`config.mk`:
```
export PLATFORM = sky130hd
export DESIGN_NAME = i2c_csr_unit
export DESIGN_NICKNAME = d
export VERILOG_FILES = /design/src/rtl/i2cr_pkg.sv /design/src/rtl/i2cr_decode.sv /design/src/rtl/i2cr_cfg_regs.sv /design/src/rtl/i2cr_events.sv /design/src/rtl/i2c_csr_unit.sv
export SDC_FILE = /design/constraint.sdc
export NUM_CORES = 1
export LEC_CHECK = 0
export ABC_AREA = 1
export BUFFER_PORTS_ARGS = -buffer_cell sky130_fd_sc_hd__buf_2
export CORE_MARGIN = 4
export CORE_UTILIZATION = 48
export DETAILED_ROUTE_END_ITERATION = 8
export GPL_TIMING_DRIVEN = 0
export PLACE_DENSITY_LB_ADDON = 0.08
export SKIP_CTS_REPAIR_TIMING = 1
export SYNTH_ARGS = -nofsm -noshare
export SYNTH_HDL_FRONTEND = slang
export SYNTH_SLANG_ARGS = --single-unit
```
`constraint.sdc`:
```
create_clock -name clk -period 1.45 [get_ports clk]
set_input_delay 0 -clock clk [delete_from_list [all_inputs] [get_ports clk]]
set_output_delay 0 -clock clk [all_outputs]
set_load 0.02 [all_outputs]
```
`src/rtl/i2cr_pkg.sv`:
```
package i2cr_pkg;

    localparam int REG_W    = 8;
    localparam int BUS_W    = 32;
    localparam int HALF_W   = BUS_W / 2;
    localparam int NUM_REGS = 8;
    localparam int IDX_W    = $clog2(NUM_REGS);
    localparam int CC_LO_W  = 7;
    localparam int CC_HI_W  = 5;
    localparam int DIV_W    = CC_LO_W + CC_HI_W;
    localparam int OWN_W    = REG_W + 2;
    localparam int FSEL_W   = 3;

    typedef enum logic [IDX_W-1:0] {
        RI_CTRL  = 3'd0,
        RI_STAT1 = 3'd1,
        RI_STAT2 = 3'd2,
        RI_CLKLO = 3'd3,
        RI_OWN1  = 3'd4,
        RI_OWN2  = 3'd5,
        RI_DATA  = 3'd6,
        RI_CLKHI = 3'd7
    } reg_idx_e;

    // sticky bits in each status view
    localparam logic [REG_W-1:0] S1_STICKY = 8'h4D;
    localparam logic [REG_W-1:0] S2_STICKY = 8'hBF;
    // side-effect clear masks
    localparam logic [REG_W-1:0] S1_RD_CLR   = 8'h05;
    localparam logic [REG_W-1:0] S1_DRD_CLR  = 8'h08;
    localparam logic [REG_W-1:0] S1_DWR_CLR  = 8'h48;
    localparam logic [REG_W-1:0] S2_RD_CLR   = 8'h9F;
    localparam logic [REG_W-1:0] S2_CWR_CLR  = 8'h20;

    typedef logic [NUM_REGS-1:0][REG_W-1:0] reg_bank_t;

    function automatic logic [REG_W-1:0] slot_reset(int idx);
        return (idx == int'(RI_OWN2)) ? 8'h40 : 8'h00;
    endfunction

    function automatic logic [REG_W-1:0] slot_mask(int idx);
        case (idx)
            int'(RI_OWN2):  return 8'hE6;
            int'(RI_CLKHI): return 8'h1F;
            default:        return 8'hFF;
        endcase
    endfunction

    function automatic logic [BUS_W-1:0] dup_byte(logic [REG_W-1:0] v);
        return {{(HALF_W-REG_W){1'b0}}, v, {(HALF_W-REG_W){1'b0}}, v};
    endfunction

endpackage

```
`src/rtl/i2cr_decode.sv`:
```
module i2cr_decode
    import i2cr_pkg::*;
#(
    parameter int ADDR_W = 6
) (
    input  logic                bus_sel,
    input  logic                bus_wr,
    input  logic [ADDR_W-1:0]   bus_addr,
    input  logic [BUS_W-1:0]    bus_wdata,
    output logic [NUM_REGS-1:0] wr_stb,
    output logic [NUM_REGS-1:0] rd_stb,
    output logic [REG_W-1:0]    wbyte
);
    localparam int IDX_LSB = 2;
    localparam int TOP_LSB = IDX_LSB + IDX_W;

    logic     hi_zero;
    logic     mapped;
    logic     lanes_eq;
    reg_idx_e idx;

    generate
        if (ADDR_W > TOP_LSB) begin : g_hi
            assign hi_zero = (bus_addr[ADDR_W-1:TOP_LSB] == '0);
        end else begin : g_nohi
            assign hi_zero = 1'b1;
        end
    endgenerate

    assign idx      = reg_idx_e'(bus_addr[TOP_LSB-1:IDX_LSB]);
    assign mapped   = hi_zero && (bus_addr[IDX_LSB-1:0] == '0);
    assign lanes_eq = (bus_wdata[REG_W-1:0] == bus_wdata[HALF_W+REG_W-1:HALF_W]);
    assign wbyte    = bus_wdata[REG_W-1:0];

    generate
        for (genvar i = 0; i < NUM_REGS; i++) begin : g_stb
            assign wr_stb[i] = bus_sel && bus_wr && mapped && lanes_eq && (int'(idx) == i);
            assign rd_stb[i] = bus_sel && !bus_wr && mapped && (int'(idx) == i);
        end
    endgenerate

endmodule

```
`src/rtl/i2cr_cfg_regs.sv`:
```
module i2cr_cfg_regs
    import i2cr_pkg::*;
(
    input  logic                clk,
    input  logic                rst,
    input  logic [NUM_REGS-1:0] wr_stb,
    input  logic [REG_W-1:0]    wbyte,
    input  logic                rx_valid,
    input  logic [REG_W-1:0]    rx_byte,
    output reg_bank_t           q
);
    generate
        for (genvar i = 0; i < NUM_REGS; i++) begin : g_slot
            if (i == int'(RI_STAT1) || i == int'(RI_STAT2)) begin : g_view
                assign q[i] = '0;
            end else if (i == int'(RI_DATA)) begin : g_data
                logic [REG_W-1:0] r;
                always_ff @(posedge clk) begin
                    if (rst)            r <= slot_reset(i);
                    else if (rx_valid)  r <= rx_byte;
                    else if (wr_stb[i]) r <= wbyte;
                end
                assign q[i] = r;
            end else begin : g_cfg
                logic [REG_W-1:0] r;
                always_ff @(posedge clk) begin
                    if (rst)            r <= slot_reset(i);
                    else if (wr_stb[i]) r <= wbyte & slot_mask(i);
                end
                assign q[i] = r;
            end
        end
    endgenerate

endmodule

```
`src/rtl/i2cr_events.sv`:
```
module i2cr_events
    import i2cr_pkg::*;
(
    input  logic             clk,
    input  logic             rst,
    input  logic [REG_W-1:0] ev_stat1,
    input  logic [REG_W-1:0] ev_stat2,
    input  logic             lvl_tx,
    input  logic             lvl_busy,
    input  logic             lvl_master,
    input  logic             rd_stat1,
    input  logic             rd_stat2,
    input  logic             rd_data,
    input  logic             wr_data,
    input  logic             wr_ctrl,
    output logic [REG_W-1:0] flag1_q,
    output logic [REG_W-1:0] flag2_q,
    output logic [REG_W-1:0] view1,
    output logic [REG_W-1:0] view2,
    output logic             evf
);
    logic [REG_W-1:0] clr1, clr2;

    always_comb begin
        clr1 = '0;
        clr2 = '0;
        if (rd_stat1) clr1 |= S1_RD_CLR;
        if (rd_data)  clr1 |= S1_DRD_CLR;
        if (wr_data)  clr1 |= S1_DWR_CLR;
        if (rd_stat2) clr2 |= S2_RD_CLR;
        if (wr_ctrl)  clr2 |= S2_CWR_CLR;
    end

    // an arriving pulse outranks a clear in the same cycle
    always_ff @(posedge clk) begin
        if (rst) begin
            flag1_q <= '0;
            flag2_q <= '0;
        end else begin
            flag1_q <= ((flag1_q & ~clr1) | ev_stat1) & S1_STICKY;
            flag2_q <= ((flag2_q & ~clr2) | ev_stat2) & S2_STICKY;
        end
    end

    assign evf   = (|flag1_q) || (|flag2_q);
    assign view1 = {evf, flag1_q[6], lvl_tx, lvl_busy, flag1_q[3], flag1_q[2], lvl_master, flag1_q[0]};
    assign view2 = flag2_q & S2_STICKY;

endmodule

```
`src/rtl/i2c_csr_unit.sv`:
```
module i2c_csr_unit
    import i2cr_pkg::*;
#(
    parameter int ADDR_W = 6
) (
    input  logic              clk,
    input  logic              rst,
    input  logic              bus_sel,
    input  logic              bus_wr,
    input  logic [ADDR_W-1:0] bus_addr,
    input  logic [31:0]       bus_wdata,
    output logic [31:0]       bus_rdata,
    input  logic [7:0]        ev_stat1,
    input  logic [7:0]        ev_stat2,
    input  logic              lvl_tx,
    input  logic              lvl_busy,
    input  logic              lvl_master,
    input  logic              rx_valid,
    input  logic [7:0]        rx_byte,
    output logic              irq,
    output logic [7:0]        ctrl_q,
    output logic [7:0]        tx_byte,
    output logic              tx_load,
    output logic [11:0]       clk_div,
    output logic              fast_mode,
    output logic [9:0]        own_addr,
    output logic [2:0]        freq_sel
);
    logic [NUM_REGS-1:0] wr_stb, rd_stb;
    logic [REG_W-1:0]    wbyte;
    reg_bank_t           store;
    reg_bank_t           view;
    logic [REG_W-1:0]    flag1_q, flag2_q, view1, view2;
    logic                evf;
    logic [REG_W-1:0]    rd_val;

    i2cr_decode #(.ADDR_W(ADDR_W)) u_dec (
        .bus_sel   (bus_sel),
        .bus_wr    (bus_wr),
        .bus_addr  (bus_addr),
        .bus_wdata (bus_wdata),
        .wr_stb    (wr_stb),
        .rd_stb    (rd_stb),
        .wbyte     (wbyte)
    );

    i2cr_cfg_regs u_regs (
        .clk      (clk),
        .rst      (rst),
        .wr_stb   (wr_stb),
        .wbyte    (wbyte),
        .rx_valid (rx_valid),
        .rx_byte  (rx_byte),
        .q        (store)
    );

    i2cr_events u_evt (
        .clk        (clk),
        .rst        (rst),
        .ev_stat1   (ev_stat1),
        .ev_stat2   (ev_stat2),
        .lvl_tx     (lvl_tx),
        .lvl_busy   (lvl_busy),
        .lvl_master (lvl_master),
        .rd_stat1   (rd_stb[RI_STAT1]),
        .rd_stat2   (rd_stb[RI_STAT2]),
        .rd_data    (rd_stb[RI_DATA]),
        .wr_data    (wr_stb[RI_DATA]),
        .wr_ctrl    (wr_stb[RI_CTRL]),
        .flag1_q    (flag1_q),
        .flag2_q    (flag2_q),
        .view1      (view1),
        .view2      (view2),
        .evf        (evf)
    );

    generate
        for (genvar i = 0; i < NUM_REGS; i++) begin : g_view
            if (i == int'(RI_STAT1)) begin : g_s1
                assign view[i] = view1;
            end else if (i == int'(RI_STAT2)) begin : g_s2
                assign view[i] = view2;
            end else begin : g_st
                assign view[i] = store[i];
            end
        end
    endgenerate

    always_comb begin
        rd_val = '0;
        for (int i = 0; i < NUM_REGS; i++) begin
            if (rd_stb[i]) rd_val |= view[i];
        end
    end

    assign bus_rdata = dup_byte(rd_val);
    assign irq       = evf && store[RI_CTRL][0];
    assign ctrl_q    = store[RI_CTRL];
    assign tx_byte   = store[RI_DATA];
    assign tx_load   = wr_stb[RI_DATA];
    assign clk_div   = {store[RI_CLKHI][CC_HI_W-1:0], store[RI_CLKLO][CC_LO_W-1:0]};
    assign fast_mode = store[RI_CLKLO][REG_W-1];
    assign own_addr  = {store[RI_OWN2][2:1], store[RI_OWN1]};
    assign freq_sel  = store[RI_OWN2][REG_W-1:REG_W-FSEL_W];

endmodule

```
==> results of run 1 <==
worst max-delay path, delay by kind of cell (launching register included):
family,cells,cell delay (ns)
AND/OR/NAND/NOR,7,0.71
flip-flops,1,0.34
buffers and inverters,3,0.32
state kept, by name, indices dropped and copies added (netlist names):
signal and cells:
u_evt.flag2_q 7, u_regs.g_slot.g_data.r 8, u_evt.flag1_q 4, u_regs.g_slot.g_cfg.r 34
per-layer routing:
layer | routed length [um] | global-route usage [%] | vias up
li1 | - | - | 1889
met5 | 0 | 0 | -
met2 | 4866 | 38.72 | 195
met1 | 4411 | 31.68 | 1694
met4 | 216 | 8.418 | 0
met3 | 803 | 5.092 | 28
cells by family after synthesis:
| kind of cell | Yosys count | synth area share, % |
|---|---|---|
| flops | 53 | 32.89 |
| other cells | 1 | 0.1163 |
| buf+inv | 87 | 14.27 |
| compound gates | 78 | 12.57 |
| simple gates | 280 | 40.15 |
final cells by class:
| cell class | count | area, um2 |
|---|---|---|
| clock inverters | 3 | 26.28 |
| fillers | 598 | 2102 |
| multi-input cells | 374 | 1872 |
| plain buffers | 41 | 296.5 |
| repair buffers | 120 | 699.4 |
| well taps | 77 | 96.34 |
| inverters | 46 | 183.9 |
| repair inverters | 1 | 5.005 |
| clock buffers | 5 | 68.82 |
| flip-flops and latches | 53 | 1072 |
layout by cell type, fill, tap and decap left out, types with 13 or more instances in the layout:
cell type / n
conb_1: 16
buf_2: 101
nor2_1: 46
a21oi_1: 55
inv_2: 15
inv_1: 26
dfxtp_1: 44
nand4_1: 34
nand3_1: 26
buf_4: 30
o21ai_0: 13
nand2_1: 124
nand2_2: 16
Yosys cell counts:
| cell | n |
|---|---|
| a211oi_1 | 1 |
| a21oi_1 | 56 |
| a21oi_2 | 1 |
| a31oi_1 | 3 |
| and2_4 | 1 |
| buf_12 | 1 |
| buf_2 | 4 |
| buf_4 | 25 |
| buf_6 | 1 |
| buf_8 | 1 |
| clkbuf_1 | 9 |
| clkinv_1 | 3 |
| conb_1 | 1 |
| dfxtp_1 | 53 |
| inv_1 | 34 |
| inv_2 | 9 |
| nand2_1 | 132 |
| nand2_2 | 11 |
| nand3_1 | 27 |
| nand3_2 | 3 |
| nand3b_1 | 2 |
| nand4_1 | 34 |
| nor2_1 | 51 |
| nor2_2 | 9 |
| nor2_4 | 2 |
| nor2_8 | 1 |
| nor3_1 | 5 |
| nor3b_1 | 1 |
| o21ai_0 | 14 |
| o22ai_1 | 2 |
| o31ai_1 | 1 |
| or2_2 | 1 |
worst max path at each step:
stage | startpoint | to | cells after the start
2_1_floorplan | u_evt.flag2_q[5]$_SDFF_PP0_ | bus_rdata[23] | 8
3_3_place_gp | bus_addr[3] | bus_rdata[20] | 11
3_5_place_dp | bus_addr[3] | bus_rdata[20] | 11
4_1_cts | u_evt.flag2_q[5]$_SDFF_PP0_ | bus_rdata[23] | 9
5_1_grt | u_evt.flag1_q[2]$_SDFF_PP0_ | bus_rdata[23] | 10
6_report | u_evt.flag2_q[1]$_SDFF_PP0_ | bus_rdata[23] | 10
power by group through the flow:
stage          Clock [mW]  Combinational [mW]  Sequential (mW)
6_report            0.894               0.545             1.52
5_1_grt             0.960               0.599             1.53
4_1_cts             0.896               0.481             1.52
3_5_place_dp            0               0.480             1.55
3_3_place_gp            0               0.474             1.55
2_1_floorplan           0               0.306             1.56
==> metrics.txt, run 1 <==
unrepaired setup endpoints after global routing true; Clock Sinks 53; area of the mapped netlist 3226 um2; Post-Syn Instances 499; post-route clock period utilization 115.9%; vias in the first global route 3411; setup_tns -0.3683 ns; diode count 0; Tmin final 1.681 ns; first-pass detailed-route iteration total 5; final setup fails 2; Ys Warns 0; largest net degree at the start of global routing 19; DRC 0; Crit Path Class flop to primary output; top cells by area, synth dfxtp_1, nand2_1, a21oi_1; share of the synthesized area in the top cell type 32.89%; final antenna-violating net count 0; Avg Inst Size Synth 6.464 um2; Setup WS post-layout -0.2305 ns; Seq pwr share 51.4%; Worst Hold Class input pin to flop; switching share of total power 30.84%; number of placed cells counting well taps 697; Reg2Reg Depth 2; Max FO, Critical Path 2; worst reg2reg startpoint u_regs.g_slot[6].g_data.r[0]$_SDFFE_PP0P_; DIE WIDTH 89.98 um; wire length per cell 14.30 um; Min Hold Slack -0.006829 ns; CP max stage cell dfxtp_2; failing checks negative hold slack, negative setup slack; worst-case hold path end point u_regs.g_slot[3].g_cfg.r[0]$_SDFFE_PP0P_; critical path endpoint category primary output; CP Data Required Time 1.45 ns; Critical Path, Cell by Cell inv_2 > nand4_1 > nor3_4 > nand3_2 > nand2_1 > nand2_1 > nor2_1 > nand2_1 > buf_4 > buf_6; Synth cell types 32; Area after DPL 3909 um2; Internal Power 2.050 mW; cell taking the most area after synthesis dfxtp_1; gpl congestion 0.9530; DP Worst Slack -0.1887 ns; outcome finished with violations; clk buf depth 2; cell area after layout 4320 um2; TritonCTS clock tree built; io pins 146; hpwl dp 8.050 mm; Nets 712; global route overflow 0; Slowest Stage Delay on Critical Path 0.34 ns; skew final 0 ns; max-cap viol count 0; min-delay src bus_wdata[0]; VDD IR-drop max 0.0003523 V; synthesis-to-layout area growth 33.94%; layout cells sized above 1 34.99%; row count 29; Pwr Density 686.0 nW/um2; Core Box Area 6422 um2; sequential area share after synthesis 32.89%; fin cells 720; Slew Limit Fails 0; clock network fraction of total power 30.2%; via count 3806; final hold violations 3; CTS buffer count 5; WP data arrival 1.68 ns; Initial Util 50.22%; Worst R2R Setup Slack 0.75 ns; FF-to-FF End u_regs.g_slot[6].g_data.r[0]$_SDFFE_PP0P_; initial antenna violation count 0; leakage power 2.193 nW; Clock transition at path regs 0.11 ns; Worst Hold Depth 3; clock root buffer clkbuf_8; die height 89.98 um; Detailed Route WL 10.30 mm; most numerous cell on the critical path nand2_1; H-tree lvl count 2; Iteration-0 DRC Markers 256; Vias/cell 5.286; port bufs 106; combinational power share 18.4%; clock latency on the worst-skew pair 0.31 ns; fmax 595.1 MHz; first-pass GRT wire length 16.10 mm; Layout Utilization 67.27%; total die area 8096 um2; kind of start point of the critical path flop; Psw 914.1 uW; Total GRT Usage 23.96%; Pwr Total 2.964 mW; FF+latch count, synth 53
No activity file was read; power rests on OpenSTA's default activity.
==> run 2: changes to the inputs <==
- CORE_UTILIZATION: 48 -> 49
- SYNTH_HIERARCHICAL: default -> 1
==> run 2 against run 1 <==
The flow still finishes with violations (negative hold slack, negative setup slack). Combinational power is 8.8% lower. Final cell count is 3.2% higher. Via count is 8.1% lower. Flip-flop and latch count stayed put. Non-clock buffer count is 27 higher. Clock skew stayed put. Count of clock-buffer cells in the layout stayed put. Cell area is 1.5% higher. Setup slack better by 0.14 ns. Critical path type unchanged.
==> metrics.txt, run 2 <==
Vias/cell 4.707 (-11%); area of the mapped netlist 3319 um2 (+2.9%); clock root buffer clkbuf_8; Tightest Pin Transition 0.5307 ns; max reg flops 34 (unchanged); Pwr Total 2.907 mW (-1.9%); FF-to-FF End u_evt/flag1_q[6]$_SDFF_PP0_; post-route clock period utilization 105.9% (-10 points); worst-case hold path end point u_regs/g_slot[6].g_data.r[6]$_SDFFE_PP0P_; synthesis-to-layout area growth 32.11%; skew final 0 ns (unchanged); vias in the first global route 2996 (-12%); unrepaired setup endpoints after global routing true; switching share of total power 28.47% (-2.4 points); Max FO, Critical Path 3 (+1); Seq pwr share 52.3% (+0.9 points); via count 3497 (-8.1%); Worst R2R Setup Slack 0.70 ns (-0.05 ns); fin cells 743 (+3.2%); setup_tns -0.08576 ns (+0.2825 ns); Layout Utilization 67.90% (+0.63 points); final hold violations 8 (+5); fmax 651.1 MHz (+9.4%); Core Box Area 6459 um2 (+0.56%); DP Worst Slack -0.2449 ns (-0.05619 ns); min-delay src rx_byte[6]; top flop regs u_regs/g_slot.g_cfg.r: 34 flops, u_regs/g_slot.g_data.r: 8 flops, u_evt/flag2_q: 7 flops; combinational power share 17.1% (-1.3 points); clock network fraction of total power 30.6% (+0.4 points); clock latency on the worst-skew pair 0.30 ns (about the same); Worst Hold Class input pin to flop; port bufs 104 (-1.9%); most common cell after layout, fill and taps aside nand2_1; TritonCTS clock tree built; Iteration-0 DRC Markers 230 (-10%); first-pass GRT wire length 14.13 mm (-12%); outcome finished with violations; wire length per cell 12.22 um (-15%); highest-count cells in the layout ignoring fill and taps nand2_1, buf_2, nor2_1, buf_4, dfxtp_1; kind of start point of the critical path flop; final setup fails 1 (-1); most flop-heavy register u_regs/g_slot.g_cfg.r; fillcell total 610 (+2.0%); Setup WS post-layout -0.08576 ns (+0.1448 ns); Worst Hold Depth 5 (+2); layout cells sized above 1 34.38% (-0.61 points); H-tree lvl count 2 (unchanged); initial antenna violation count 0 (unchanged); Crit Path Class flop to primary output; gpl congestion 0.8477 (-11%); Total GRT Usage 20.72% (-3.2 points); max-cap viol count 0 (unchanged); DRC 0 (unchanged); failing checks negative hold slack, negative setup slack; Ys Warns 6 (+6); clk buf depth 2 (unchanged); Tmin final 1.536 ns (-0.1448 ns); CTS buffer count 5 (unchanged); Clock transition at path regs 0.11 ns (about the same); hpwl dp 7.133 mm (-11%); VDD IR-drop max 0.0004102 V (+16%); Clock Sinks 53 (unchanged); total die area 8155 um2 (+0.73%); first-pass detailed-route iteration total 5 (unchanged); Nets 735 (+3.2%); Internal Power 2.079 mW (+1.4%); CP Data Required Time 1.45 ns (about the same); final antenna-violating net count 0 (unchanged); Post-Syn Instances 520 (+4.2%); Psw 827.7 uW (-9.5%); Initial Util 51.39% (+1.2 points); Avg Inst Size Synth 6.384 um2 (-1.2%); DIE WIDTH 90.31 um (+0.37%); io pins 146 (unchanged); Min Hold Slack -0.02833 ns (-0.02150 ns); critical path endpoint category primary output; largest net degree at the start of global routing 19 (unchanged); diode count 0 (unchanged); Detailed Route WL 9.082 mm (-12%); number of placed cells counting well taps 721 (+3.4%); global route overflow 0 (unchanged); row count 29 (unchanged); Pwr Density 662.9 nW/um2 (-3.4%); cell area after layout 4385 um2 (+1.5%); Slew Limit Fails 0 (unchanged); Reg2Reg Depth 3 (+1); Area after DPL 4011 um2 (+2.6%); worst reg2reg startpoint u_evt/flag1_q[6]$_SDFF_PP0_; die height 90.31 um (+0.37%); relative slew slack 64.43%; leakage power 2.563 nW (+17%); WP data arrival 1.54 ns (-0.14 ns)
==> run 2: worst max path at each step <==
| stage | to | start | slack (ns) | cells past startpoint |
|---|---|---|---|---|
| floorplan | u_regs/g_slot[6].g_data.r[6]$_SDFFE_PP0P_ | bus_wdata[22] | 0.06 | 12 |
| global placement | u_regs/g_slot[0].g_cfg.r[7]$_SDFFE_PP0P_ | bus_wdata[7] | -0.20 | 10 |
| detailed placement | u_regs/g_slot[0].g_cfg.r[1]$_SDFFE_PP0P_ | bus_wdata[7] | -0.24 | 10 |
| CTS | bus_rdata[23] | u_evt/flag1_q[2]$_SDFF_PP0_ | -0.25 | 11 |
| global route | bus_rdata[23] | u_evt/flag1_q[0]$_SDFF_PP0_ | -0.19 | 10 |
| finish | bus_rdata[23] | u_evt/flag1_q[0]$_SDFF_PP0_ | -0.09 | 10 |
==> run 2: layout make-up <==
cell class,count,area (um2),area share [%]
Clock buffer,5,68.82,1.569
Timing Repair Buffer,120,725.7,16.55
Clock inverter,3,25.02,0.5706
Multi-Input combinational cell,377,1708,38.94
Inverter,40,150.1,3.424
Tap cell,77,96.34,2.197
Buffer,68,544.3,12.41
Sequential cell,53,1067,24.34
==> run 2: critical path, stage by stage (launching register included) <==
cell     delay (ns)
dfxtp_2        0.34
nor2_2         0.13
nand2_1        0.06
nor2_1         0.10
nand2_1        0.08
nand2_1        0.06
nand2_1        0.04
nor2_1         0.08
nand2_1        0.07
buf_4          0.14
buf_6          0.12
==> run 2: power groups by stage <==
stage	logic, mW	clock network [mW]	registers (mW)
global route	0.547	0.950	1.52
floorplan	0.305	0	1.56
global placement	0.441	0	1.55
CTS	0.450	0.887	1.51
finish	0.497	0.891	1.52
detailed placement	0.449	0	1.55
==> run 2: per-layer routing <==
| metal | track usage [%] | part of all wire, % |
|---|---|---|
| met1 | 28.19 | 44 |
| met2 | 34.85 | 47 |
| met3 | 3.583 | 8.3 |
| met4 | 3.699 | 0.89 |
| met5 | 0 | 0 |
